`config.mk`:
```
export PLATFORM = sky130hd
export DESIGN_NAME = irq_sequencer
export DESIGN_NICKNAME = d
export VERILOG_FILES = /design/src/rtl/irq_seq_pkg.sv /design/src/rtl/irq_ext_edge.sv /design/src/rtl/irq_ctl_regs.sv /design/src/rtl/irq_seq_fsm.sv /design/src/rtl/irq_sequencer.sv
export SDC_FILE = /design/constraint.sdc
export NUM_CORES = 1
export LEC_CHECK = 0
export BUFFER_PORTS_ARGS = -buffer_cell sky130_fd_sc_hd__buf_2
export CAP_MARGIN = 20
export CORE_MARGIN = 2
export CORE_UTILIZATION = 40
export CTS_CLUSTER_DIAMETER = 120
export DETAILED_ROUTE_END_ITERATION = 8
export GPL_TIMING_DRIVEN = 0
export PLACE_DENSITY = 0.66
export SKIP_LAST_GASP = 1
export SLEW_MARGIN = 5
export SYNTH_ARGS = -nofsm -noshare
export SYNTH_HDL_FRONTEND = slang
export SYNTH_HIERARCHICAL = 1
export SYNTH_SLANG_ARGS = --single-unit
```
`constraint.sdc`:
```
create_clock -name clk -period 4.4 [get_ports clk]
set_input_delay 0.88 -clock clk [delete_from_list [all_inputs] [get_ports clk]]
set_output_delay 0.88 -clock clk [all_outputs]
set_load 0.005 [all_outputs]
```
`src/rtl/irq_seq_pkg.sv`:
```
package irq_seq_pkg;

    typedef enum logic [1:0] {
        SEQ_IDLE  = 2'd0,
        SEQ_ENTRY = 2'd1,
        SEQ_POP   = 2'd2
    } seq_mode_e;

    // Bit positions of the control register as software sees it.
    localparam int CTL_GIE  = 0;
    localparam int CTL_ENX  = 1;
    localparam int CTL_ENT  = 2;
    localparam int CTL_EDGE = 3;
    localparam int CTL_PX   = 4;
    localparam int CTL_PT   = 5;

    typedef struct packed {
        logic gie;
        logic en_ext;
        logic en_tmr;
        logic edge_fall;
        logic pend_ext;
        logic pend_tmr;
    } ctl_bits_t;

endpackage

```
`src/rtl/irq_ext_edge.sv`:
```
module irq_ext_edge #(
    parameter int SYNC_STAGES = 2
) (
    input  logic clk,
    input  logic rst_n,
    input  logic pin_async,
    input  logic edge_fall,
    output logic evt
);
    typedef struct packed {
        logic [SYNC_STAGES-1:0] sync;
        logic                   prev;
    } edge_st_t;

    edge_st_t st_d, st_q;
    logic     cur;

    assign cur = st_q.sync[SYNC_STAGES-1];

    always_comb begin
        st_d      = st_q;
        st_d.sync = {st_q.sync[SYNC_STAGES-2:0], pin_async};
        st_d.prev = cur;
    end

    // Only a real transition of the synchronized level counts, so a change
    // of the polarity bit on a steady pin produces no event.
    always_comb begin
        if (edge_fall) evt = st_q.prev & ~cur;
        else           evt = ~st_q.prev & cur;
    end

    always_ff @(posedge clk) begin
        if (!rst_n) st_q <= '0;
        else        st_q <= st_d;
    end
endmodule

```
`src/rtl/irq_ctl_regs.sv`:
```
module irq_ctl_regs
    import irq_seq_pkg::*;
#(
    parameter int REG_W = 8
) (
    input  logic             clk,
    input  logic             rst_n,
    input  logic             wr_en,
    input  logic [REG_W-1:0] wr_data,
    input  logic             ext_evt,
    input  logic             tmr_evt,
    input  logic             hw_take,
    input  logic             gie_set,
    output ctl_bits_t        ctl,
    output logic             req
);
    ctl_bits_t ctl_d, ctl_q;

    always_comb begin
        ctl_d = ctl_q;
        if (wr_en) begin
            ctl_d.gie       = wr_data[CTL_GIE];
            ctl_d.en_ext    = wr_data[CTL_ENX];
            ctl_d.en_tmr    = wr_data[CTL_ENT];
            ctl_d.edge_fall = wr_data[CTL_EDGE];
            ctl_d.pend_ext  = wr_data[CTL_PX];
            ctl_d.pend_tmr  = wr_data[CTL_PT];
        end
        // Hardware updates take priority over a software write.
        if (hw_take) ctl_d.gie      = 1'b0;
        if (gie_set) ctl_d.gie      = 1'b1;
        if (ext_evt) ctl_d.pend_ext = 1'b1;
        if (tmr_evt) ctl_d.pend_tmr = 1'b1;
    end

    always_ff @(posedge clk) begin
        if (!rst_n) ctl_q <= '0;
        else        ctl_q <= ctl_d;
    end

    assign ctl = ctl_q;
    assign req = ctl_q.gie & ((ctl_q.en_ext & ctl_q.pend_ext) |
                              (ctl_q.en_tmr & ctl_q.pend_tmr));
endmodule

```
`src/rtl/irq_seq_fsm.sv`:
```
module irq_seq_fsm
    import irq_seq_pkg::*;
#(
    parameter int          PC_W         = 16,
    parameter int          SP_W         = 8,
    parameter int          ENTRY_CYCLES = 7,
    parameter logic [15:0] VECTOR       = 16'h00FF
) (
    input  logic                clk,
    input  logic                rst_n,
    input  logic                insn_bound,
    input  logic                op_zero,
    input  logic                irq_req,
    input  logic                ret_any,
    input  logic                ret_en,
    input  logic [PC_W-1:0]     pc_cur,
    input  logic [SP_W-1:0]     sp_cur,
    input  logic [PC_W/2-1:0]   stk_rdata,
    output logic                take,
    output logic                hw_take,
    output logic                gie_set,
    output logic                entry_busy,
    output logic                pop_busy,
    output logic                stk_we,
    output logic                stk_re,
    output logic [SP_W-1:0]     stk_addr,
    output logic [PC_W/2-1:0]   stk_wdata,
    output logic                pc_load,
    output logic [PC_W-1:0]     pc_load_val,
    output logic                sp_load,
    output logic [SP_W-1:0]     sp_load_val
);
    localparam int BYTE_W     = PC_W / 2;
    localparam int POP_CYCLES = 3;
    localparam int CNT_W      = $clog2(ENTRY_CYCLES + 1);

    localparam logic [CNT_W-1:0] STEP_HI   = CNT_W'(0);
    localparam logic [CNT_W-1:0] STEP_LO   = CNT_W'(1);
    localparam logic [CNT_W-1:0] STEP_SP   = CNT_W'(2);
    localparam logic [CNT_W-1:0] STEP_LAST = CNT_W'(ENTRY_CYCLES - 1);
    localparam logic [CNT_W-1:0] POP_LAST  = CNT_W'(POP_CYCLES - 1);
    localparam logic [SP_W-1:0]  SP_ONE    = SP_W'(1);
    localparam logic [SP_W-1:0]  SP_TWO    = SP_W'(2);

    typedef struct packed {
        seq_mode_e         mode;
        logic [CNT_W-1:0]  step;
        logic [PC_W-1:0]   pc_sv;
        logic [SP_W-1:0]   sp_sv;
        logic [BYTE_W-1:0] lo;
        logic [BYTE_W-1:0] hi;
        logic              reti;
    } seq_st_t;

    seq_st_t st_d, st_q;
    logic    idle, ret_ok;

    assign idle    = (st_q.mode == SEQ_IDLE);
    assign take    = idle & insn_bound & (op_zero | irq_req);
    assign hw_take = take & ~op_zero;
    assign ret_ok  = idle & ret_any & ~take;

    always_comb begin
        st_d = st_q;
        unique case (st_q.mode)
            SEQ_IDLE: begin
                if (take) begin
                    st_d.mode  = SEQ_ENTRY;
                    st_d.step  = '0;
                    st_d.pc_sv = pc_cur;
                    st_d.sp_sv = sp_cur;
                end else if (ret_ok) begin
                    st_d.mode  = SEQ_POP;
                    st_d.step  = '0;
                    st_d.sp_sv = sp_cur;
                    st_d.reti  = ret_en;
                end
            end
            SEQ_ENTRY: begin
                if (st_q.step == STEP_LAST) st_d.mode = SEQ_IDLE;
                else                        st_d.step = st_q.step + CNT_W'(1);
            end
            SEQ_POP: begin
                if (st_q.step == STEP_HI) st_d.lo = stk_rdata;
                if (st_q.step == STEP_LO) st_d.hi = stk_rdata;
                if (st_q.step == POP_LAST) st_d.mode = SEQ_IDLE;
                else                       st_d.step = st_q.step + CNT_W'(1);
            end
            default: st_d.mode = SEQ_IDLE;
        endcase
    end

    always_comb begin
        entry_busy  = (st_q.mode == SEQ_ENTRY);
        pop_busy    = (st_q.mode == SEQ_POP);
        stk_we      = 1'b0;
        stk_re      = 1'b0;
        stk_addr    = st_q.sp_sv;
        stk_wdata   = st_q.pc_sv[PC_W-1:BYTE_W];
        pc_load     = 1'b0;
        pc_load_val = VECTOR[PC_W-1:0];
        sp_load     = 1'b0;
        sp_load_val = st_q.sp_sv - SP_TWO;
        gie_set     = 1'b0;
        if (entry_busy) begin
            if (st_q.step == STEP_HI) begin
                stk_we = 1'b1;
            end
            if (st_q.step == STEP_LO) begin
                stk_we    = 1'b1;
                stk_addr  = st_q.sp_sv - SP_ONE;
                stk_wdata = st_q.pc_sv[BYTE_W-1:0];
            end
            if (st_q.step == STEP_SP)   sp_load = 1'b1;
            if (st_q.step == STEP_LAST) pc_load = 1'b1;
        end
        if (pop_busy) begin
            stk_addr = (st_q.step == STEP_HI) ? st_q.sp_sv + SP_ONE
                                              : st_q.sp_sv + SP_TWO;
            stk_re   = (st_q.step != POP_LAST);
            if (st_q.step == POP_LAST) begin
                pc_load     = 1'b1;
                pc_load_val = {st_q.hi, st_q.lo};
                sp_load     = 1'b1;
                sp_load_val = st_q.sp_sv + SP_TWO;
                gie_set     = st_q.reti;
            end
        end
    end

    always_ff @(posedge clk) begin
        if (!rst_n) st_q <= '0;
        else        st_q <= st_d;
    end
endmodule

```
`src/rtl/irq_sequencer.sv`:
```
module irq_sequencer
    import irq_seq_pkg::*;
#(
    parameter int          PC_W         = 16,
    parameter int          SP_W         = 8,
    parameter int          REG_W        = 8,
    parameter int          SYNC_STAGES  = 2,
    parameter int          ENTRY_CYCLES = 7,
    parameter logic [15:0] VECTOR       = 16'h00FF
) (
    input  logic               clk,
    input  logic               rst_n,
    input  logic               ext_pin,
    input  logic               tmr_evt,
    input  logic               insn_bound,
    input  logic               op_zero,
    input  logic               dec_ret,
    input  logic               dec_retsk,
    input  logic               dec_reti,
    input  logic               reg_we,
    input  logic [REG_W-1:0]   reg_wdata,
    output logic [REG_W-1:0]   reg_rdata,
    input  logic [PC_W-1:0]    pc_cur,
    input  logic [SP_W-1:0]    sp_cur,
    output logic               irq_req,
    output logic               irq_take,
    output logic               seq_busy,
    output logic               stk_we,
    output logic               stk_re,
    output logic [SP_W-1:0]    stk_addr,
    output logic [PC_W/2-1:0]  stk_wdata,
    input  logic [PC_W/2-1:0]  stk_rdata,
    output logic               pc_load,
    output logic [PC_W-1:0]    pc_load_val,
    output logic               sp_load,
    output logic [SP_W-1:0]    sp_load_val
);
    ctl_bits_t ctl;
    logic      ext_evt, hw_take, gie_set, entry_busy, pop_busy;

    irq_ext_edge #(.SYNC_STAGES(SYNC_STAGES)) u_edge (
        .clk       (clk),
        .rst_n     (rst_n),
        .pin_async (ext_pin),
        .edge_fall (ctl.edge_fall),
        .evt       (ext_evt)
    );

    irq_ctl_regs #(.REG_W(REG_W)) u_regs (
        .clk     (clk),
        .rst_n   (rst_n),
        .wr_en   (reg_we),
        .wr_data (reg_wdata),
        .ext_evt (ext_evt),
        .tmr_evt (tmr_evt),
        .hw_take (hw_take),
        .gie_set (gie_set),
        .ctl     (ctl),
        .req     (irq_req)
    );

    irq_seq_fsm #(
        .PC_W         (PC_W),
        .SP_W         (SP_W),
        .ENTRY_CYCLES (ENTRY_CYCLES),
        .VECTOR       (VECTOR)
    ) u_fsm (
        .clk         (clk),
        .rst_n       (rst_n),
        .insn_bound  (insn_bound),
        .op_zero     (op_zero),
        .irq_req     (irq_req),
        .ret_any     (dec_ret | dec_retsk | dec_reti),
        .ret_en      (dec_reti),
        .pc_cur      (pc_cur),
        .sp_cur      (sp_cur),
        .stk_rdata   (stk_rdata),
        .take        (irq_take),
        .hw_take     (hw_take),
        .gie_set     (gie_set),
        .entry_busy  (entry_busy),
        .pop_busy    (pop_busy),
        .stk_we      (stk_we),
        .stk_re      (stk_re),
        .stk_addr    (stk_addr),
        .stk_wdata   (stk_wdata),
        .pc_load     (pc_load),
        .pc_load_val (pc_load_val),
        .sp_load     (sp_load),
        .sp_load_val (sp_load_val)
    );

    assign seq_busy = entry_busy | pop_busy;

    always_comb begin
        reg_rdata           = '0;
        reg_rdata[CTL_GIE]  = ctl.gie;
        reg_rdata[CTL_ENX]  = ctl.en_ext;
        reg_rdata[CTL_ENT]  = ctl.en_tmr;
        reg_rdata[CTL_EDGE] = ctl.edge_fall;
        reg_rdata[CTL_PX]   = ctl.pend_ext;
        reg_rdata[CTL_PT]   = ctl.pend_tmr;
    end
endmodule

```
# [Word-level counts from Yosys, hierarchy flattened]
# Index checks and enable logic that the tools add are counted.
[op_classes] n_addsub=5 mul=0 div=0 magnitude_cmp=0 eq_ne=11 shift=0 mux=40 bitwise_logic=19 n_reduce_logical=14
[ops] op="two-way mux 8 bit" count=10
[ops] op="two-way mux 16 bit" count=2
[ops] op="two-way mux 1 bit" count=19
[ops] op="bitwise AND 1 bit" count=10
[ops] op="two-way mux 5 bit" count=2
[ops] op="case mux 3 bit (3 select lines)" count=1
[ops] op="adder 8 x 1 -> 8 bit (second input constant)" count=1
[ops] op="adder 8 x 2 -> 8 bit (second input constant)" count=1
[ops] op="AND reduction 2 bit" count=4
[ops] op="subtractor 8 x 1 -> 8 bit (second input constant)" count=1
[ops] op="subtractor 8 x 2 -> 8 bit (second input constant)" count=1
[ops] op="two-way mux 3 bit" count=2
[ops] op="two-way mux 6 bit" count=1
[ops] op="!= test 3 x 2 -> 1 bit (second input constant)" count=2
[ops] op="case mux 2 bit (3 select lines)" count=1
[ops] op="AND reduction 3 bit" count=2
[ops] op="nonzero test 2 bit" count=3
[ops] op="nonzero test 3 bit" count=2
[ops] op="OR 1 bit" count=5
[ops] op="two-way mux 2 bit" count=2
[ops] op="!= test 2 x 1 -> 1 bit (second input constant)" count=2
[ops] op="!= test 2 bit (second input constant)" count=2
[ops] op="NOT 1 bit" count=4
[ops] op="AND reduction 4 bit" count=1
[ops] op="8 further kinds" count=8
[word_totals] regBits=55 latch_bits=0 ramBits=0 mem_bits_ro=0 input_bits=50 out_inout_bits=55 wordCells=104 n_memories=0

# [Longest topological paths before layout]
# Gate-level depths: netlist of run 1.
[logic_depth] word_depth=10 ltp_mapped=8 depth_no_buf=7

# [Cells and area by module]
# Netlist of run 1, hierarchy kept.
[by_module_without_submodules] module="irq_seq_fsm" instances=1 cells_per_inst=311 area_each_um2=2630.0 seq_area_each_um2=920.9
[by_module_without_submodules] module="irq_ctl_regs" instances=1 cells_per_inst=23 area_each_um2=264.0 seq_area_each_um2=120.1
[by_module_without_submodules] module="irq_ext_edge" instances=1 cells_per_inst=9 area_each_um2=101.3 seq_area_each_um2=60.1
[by_module_without_submodules] module="irq_sequencer" instances=1 cells_per_inst=5 area_each_um2=31.3 seq_area_each_um2=0.0

# [Worst setup path before layout of run 1]
# OpenSTA, ideal clock, no wires.
[synth_path] path_kind="flip-flop to output port" from="register u_fsm/st_q[18] (netlist bit)" to="output stk_addr[5]" t_arrival_ns=1.717 required_time_ns=3.520 path_slack_ns=1.803 stages_incl_launch_ff=7 path_buffers=1 cell_sequence="dfxtp_1 > clkbuf_1 > inv_1 > ha_1 > a2111o_1 > o32ai_2 > xor2_1"
[synth_via] elab_chain_cells=4 elab_cells_between_ends=7 cone_classes="3 x add/sub; 4 x mux"
[synth_rtl] item="start, declared" line_no="irq_seq_fsm.sv:55" rtl="seq_st_t st_d, st_q;"
[synth_rtl] item="start signal, assigned" line_no="irq_seq_fsm.sv:133" rtl="else st_q <= st_d;"
[synth_rtl] item="subtractor 8 x 1 -> 8 bit" line_no="irq_seq_fsm.sv:111" rtl="stk_addr = st_q.sp_sv - SP_ONE;"
[synth_rtl] item="two-way mux 8 bit" line_no="irq_seq_fsm.sv:109" rtl="if (st_q.step == STEP_LO) begin"
[synth_rtl] item="two-way mux 8 bit" line_no="irq_seq_fsm.sv:105" rtl="if (entry_busy) begin"
[synth_rtl] item="two-way mux 8 bit (*)" line_no="irq_seq_fsm.sv:117" rtl="if (pop_busy) begin"
[synth_rtl] item="end, declared" line_no="irq_sequencer.sv:30" rtl="output logic [SP_W-1:0] stk_addr,"
# Every way passes the cells marked *; elsewhere a longest branch is shown, timed or not.

# [Final worst setup path of run 1]
# Ends and elaborated chain as after synthesis.

==> results of run 1 <==
-- worst paths after layout --
kind         slack [ns]                   startpoint                          end  depth (start not counted)
max                1.17  u_fsm/st_q[18]$_SDFFE_PN0P_                  stk_addr[5]                          7
min                0.43    u_edge/st_d[2]$_SDFF_PN0_        u_edge/cur$_SDFF_PN0_                          1
max reg2reg        2.42   u_regs/ctl[1]$_SDFFE_PN0P_  u_fsm/st_q[35]$_SDFFE_PN0P_                          8
min reg2reg        0.43    u_edge/st_d[2]$_SDFF_PN0_        u_edge/cur$_SDFF_PN0_                          1
-- cell type report --
class / instances / area (µm²)
Multi-Input combinational cell: 257 / 1743
Sequential cell: 55 / 1101
Timing Repair Buffer: 99 / 495.5
Clock inverter: 2 / 35.03
Tap cell: 99 / 123.9
Clock buffer: 6 / 82.58
Inverter: 14 / 52.55
Fill cell: 748 / 3525
Buffer: 23 / 133.9
-- critical path, stage by stage, from the launching register on --
cell	delay, ns
dfxtp_1	0.36
clkbuf_1	0.32
inv_1	0.18
ha_1	0.24
a2111o_1	0.46
o32ai_2	0.23
xor2_1	0.15
buf_2	0.12
-- logic make-up after synthesis --
kind of cell / count (synthesis) / synth area share, %
AND/OR/NAND/NOR: 139 / 22.99
flip-flops: 55 / 36.38
AO/OA/AOI/OAI: 48 / 10.62
multiplexers: 43 / 14.88
buffers and inverters: 37 / 6.159
adder cells (fa/ha/maj): 13 / 5.374
XOR/XNOR: 12 / 3.472
other: 1 / 0.1239
-- cell usage in the layout (no fill, tap or decap), types with 2 or more instances in the layout --
cell type,count
buf_4,3
nand3_1,6
dfxtp_1,55
clkinv_1,2
and2_1,14
nand2_1,43
a21oi_1,19
and3_1,3
mux2i_1,33
a22oi_1,3
or2_2,2
nor2b_1,6
a221oi_1,2
nand3b_1,3
o21ai_0,6
buf_2,104
or4_1,3
mux2_2,8
clkbuf_8,6
clkbuf_1,11
o21ai_1,2
mux2_4,2
nor3_1,2
inv_1,11
xnor2_1,6
buf_6,4
a32o_1,2
o22ai_1,2
conb_1,2
xor2_1,6
nand2b_1,12
ha_1,13
nor2_1,36
o21a_1,3
-- metrics by stage --
| step | instance area (µm²) | hold slack [ns] | setup WS [ns] | power [mW] |
|---|---|---|---|---|
| floorplan | 3030 | 0.4057 | 1.803 | 0.9228 |
| global placement | 3650 | 0.4076 | 1.352 | 1.068 |
| detailed placement | 3650 | 0.4123 | 1.352 | 1.078 |
| CTS | 3767 | 0.4370 | 1.145 | 1.424 |
| global route | 3767 | 0.4647 | 0.9642 | 1.501 |
| finish | 3767 | 0.4345 | 1.167 | 1.408 |
-- layer usage --
layer	wire, µm	vias to the layer above	global-route usage, %
met2	3394	62	29.26
li1	-	1382	-
met4	59	0	4.167
met3	319	5	3.320
met1	3244	1247	20.74
met5	0	-	0
-- flip-flops by register name (all words and copies together) (netlist names) --
signal	cells
u_edge/st_d	1
u_regs/ctl	6
u_edge/st_q	1
u_edge/cur	1
u_fsm/st_q	46
-- power breakdown --
group | switching, mW | leakage [nW] | total [mW] | internal [mW]
clock network | 0.159 | 0.0612 | 0.343 | 0.184
logic | 0.252 | 1.36 | 0.481 | 0.229
registers | 0.0343 | 0.450 | 0.583 | 0.549
total | 0.445 | 1.87 | 1.41 | 0.963
==> flow_summary.yaml, run 1 <==
status:
  status: "complete, no violations"
synthesis:
  synth-edff-count: 0
  yosysWarningCount: 6
  synth.ff_latch_count: 55
  yosys-top-cells-area: "dfxtp_1, mux2i_1, ha_1"
  async_reset_ff_share_pct: 0
  syn_avg_cell_area_um2: 8.697
  synthTopCellsByCount: "dfxtp_1, nand2_1, nor2_1"
  synth_top_area_cell: "dfxtp_1"
  synthFlopType: "dfxtp_1"
  synth.distinct_cells: 52
  ys_seq_area_share_pct: 36.38
  syn-cell-area_mm2: 0.003027
  synthMostInstantiatedCell: "dfxtp_1"
  synth_top_area_share_pct: 36.38
  synthCells: 348
clocking:
  hold_buffers: 0
  numCtsBuffers: 5
  clockBufferDepth: 2
  clock_latency_ns: 0.30
  path_clk_slew_ns: 0.10
  htreeDepth: 2
  post-cts-setup-buffers: 0
  clock_sinks: 55
  cts_resized: 0
  cts_root_buf: "clkbuf_8"
  cts_tree: "done"
hold_path:
  hold_class: "reg -> reg"
placement:
  portBuffers: 99
  dp_hpwl_mm: 5.380
  place.gp.congestion: 0.7999
  placed_cells_incl_taps: 547
layout:
  fin_nets: 518
  fin_cells: 555
  drive_above_1_share_pct: 30.04
  area_growth_pct: 24.47
  fin_util_pct: 51.66
  antennaDiodeCount: 0
pwr:
  peakVddDrop_mv: 0.1974
  p_per_area_mw_per_mm2: 373.7
  power.leakage_nw: 1.867
grt:
  grt_pass1_wl_mm: 11.41
  antenna_found_initial: 0
  grt_max_degree: 17
  track_usage_pct: 16.62
  overflow: 0
  grt_pass1_vias: 2507
job:
  drv_cap: 0
timing:
  finalCritPeriodShare_pct: 73.48
  tns_ns: 0
  skew_ns: 0.01171
  finalHoldViolations: 0
  fin_crit_ns: 3.233
  rsz0062_at_grt: "no"
  setup_viol: 0
  relSlewSlack_pct: 61.37
  worstMarginPinSlew_ns: 0.5794
  fmax_mhz: 309.3
  slew_viol_final: 0
critical_path:
  cp-start-kind: "flip-flop"
  endpoint_kind: "output pin"
  critical_path_arrival_ns: 2.35
  critPathRequiredTime_ns: 3.52
  critical_path.max_fanout: 8
  critical_path_class: "reg -> out"
floorplan:
  initial_utilization_pct: 41.51
  die_w_um: 90.99
  coreArea_mm2: 0.007292
  rows: 31
  fp.dieH_um: 90.99
  pin_count: 105
  design.die.area_mm2: 0.008278
routing:
  dr.pass1.iters: 4
  wl_per_cell_um: 12.65
  vias: 2696
  ant_nets: 0
  drt-vias-per-instance: 4.858
  drt_iter0_drc: 101
  drc: 0
  finalWirelength_mm: 7.018
No activity file was read; power rests on OpenSTA's default activity.
==> run 2: changes to the inputs <==
--- a/config.mk
+++ b/config.mk
@@ -12,7 +12,7 @@
 export CTS_CLUSTER_DIAMETER = 120
 export DETAILED_ROUTE_END_ITERATION = 8
 export GPL_TIMING_DRIVEN = 0
-export PLACE_DENSITY = 0.66
+export PLACE_DENSITY = 0.69
 export SKIP_LAST_GASP = 1
 export SLEW_MARGIN = 5
 export SYNTH_ARGS = -nofsm -noshare
==> constraint.sdc (replaced) <==
create_clock -name clk -period 2.65 [get_ports clk]
set_input_delay 0.53 -clock clk [delete_from_list [all_inputs] [get_ports clk]]
set_output_delay 0.53 -clock clk [all_outputs]
set_load 0.005 [all_outputs]
==> run 2 against run 1 <==
Clock power is 69% higher. Design area grew 1.3%. Global-route usage shrank 0.22 points. Largest power group unchanged.
==> flow_summary.yaml, run 2 (same netlist as run 1, synthesis figures left out) <==
pwr:
  power.leakage_nw: 1.881
  p_per_area_mw_per_mm2: 621.9
  power_mw: 2.374
  peakVddDrop_mv: 0.3284
layout:
  fin_nets: 517
  fin_util_pct: 52.35
  layout_commonest_cell: "buf_2"
  top_register: "u_fsm/st_q"
  drive_above_1_share_pct: 34.07
  final_cell_mix: "buf_2, dfxtp_1, nand2_1"
  largest_reg_flops: 46
  area_growth_pct: 26.13
  fillCellCount: 722
timing:
  relSlewSlack_pct: 60.48
  fin_crit_ns: 2.563
  finalHoldViolations: 0
  finalCritPeriodShare_pct: 96.73
  rsz0062_at_grt: "yes"
  setup_viol: 0
  slew_viol_final: 0
  worstMarginPinSlew_ns: 0.5927
  tns_ns: 0
  fmax_mhz: 390.1
  skew_ns: 0.008663
clocking:
  clockBufferDepth: 2
  cts_root_buf: "clkbuf_8"
  path_clk_slew_ns: 0.10
  htreeDepth: 2
  clock_sinks: 55
  clock_latency_ns: 0.30
  cts_tree: "done"
  numCtsBuffers: 5
  hold_buffers: 0
floorplan:
  design.die.area_mm2: 0.008278
  fp.dieH_um: 90.99
  initial_utilization_pct: 41.51
  coreArea_mm2: 0.007292
  die_w_um: 90.99
  pin_count: 105
  rows: 31
status:
  status: "complete, no violations"
grt:
  grt_max_degree: 18
  antenna_found_initial: 1
  track_usage_pct: 16.40
  grt_pass1_wl_mm: 11.30
  overflow: 0
  grt_pass1_vias: 2458
routing:
  dr.pass1.iters: 4
  drt-vias-per-instance: 4.793
  drc: 0
  drt_iter0_drc: 87
  ant_nets: 0
  wl_per_cell_um: 12.44
  finalWirelength_mm: 6.906
  vias: 2660
critical_path:
  critical_path_arrival_ns: 2.03
  critical_path_class: "reg -> out"
  critical_path.max_fanout: 8
  endpoint_kind: "output pin"
  critPathRequiredTime_ns: 2.12
  cp-start-kind: "flip-flop"
job:
  drv_cap: 0
placement:
  place.gp.congestion: 0.7696
  portBuffers: 99
  dp_hpwl_mm: 5.315
hold_path:
  hold_class: "in -> reg"
-- run 2: changes by cell type in the layout (fill, tap and decap cells not counted), moves of 3 or more --
cell and delta:
clkbuf_1 -3, dfxtp_1 -4, dfxtp_2 +3, ha_1 -3
-- run 2: final cells by class --
class / count / area, µm² / area share (%)
clock buffers: 6 / 82.58 / 2.163
flip-flops and latches: 55 / 1109 / 29.04
repair buffers: 99 / 495.5 / 12.98
clock inverters: 2 / 38.79 / 1.016
inverters: 14 / 53.80 / 1.409
multi-input cells: 257 / 1780 / 46.64
diodes: 1 / 2.502 / 0.06555
well taps: 99 / 123.9 / 3.245
plain buffers: 22 / 131.4 / 3.441
-- run 2: path summary, 6_finish.rpt --
| kind | start | end | slack (ns) | depth (start not counted) |
|---|---|---|---|---|
| min reg2reg | u_edge/st_d[2]$_SDFF_PN0_ | u_edge/cur$_SDFF_PN0_ | 0.44 | 1 |
| min | ext_pin | u_edge/st_d[2]$_SDFF_PN0_ | 0.42 | 2 |
| max reg2reg | u_regs/ctl[1]$_SDFFE_PN0P_ | u_fsm/st_q[43]$_SDFFE_PN0P_ | 0.76 | 6 |
| max | u_fsm/st_q[18]$_SDFFE_PN0P_ | stk_addr[5] | 0.09 | 7 |
-- run 2: worst max-delay path, cell delays in order (launching register included) --
cell and delay, ns:
dfxtp_2 0.35, buf_4 0.16, inv_2 0.07, ha_1 0.19
a2111o_1 0.46, o32ai_2 0.23, xor2_1 0.15, buf_2 0.12
-- run 2: per-stage QoR --
stage | setup slack, ns | cell area [µm²] | instances | hold slack, ns
final | 0.08673 | 3817 | 555 | 0.4229
after global routing | -0.04461 | 3815 | 554 | 0.4044
after CTS | -0.07404 | 3780 | 555 | 0.4101
after detailed placement | 0.09274 | 3650 | 547 | 0.4210
after global placement | 0.1097 | 3650 | 547 | 0.4073
after floorplan | 0.4029 | 3030 | 349 | 0.4057
-- run 2: where the power goes --
group          internal [mW]  switching (mW)
Combinational          0.396           0.425
Sequential             0.914          0.0607
Clock                  0.311           0.267
-- run 2: layer usage --
layer	track usage (%)	part of all wire [%]	up-vias
li1	-	-	1381
met1	21.46	47	1215
met5	0	0	-
met3	3.817	4.8	6
met4	5.429	1.1	0
met2	26.60	47	58
-- run 2: repair_timing --
action	4_1_cts	5_1_grt
setup buffers	0	0
gates resized for setup	6	21
pin swaps	0	0
setup endpoints to repair	10	19
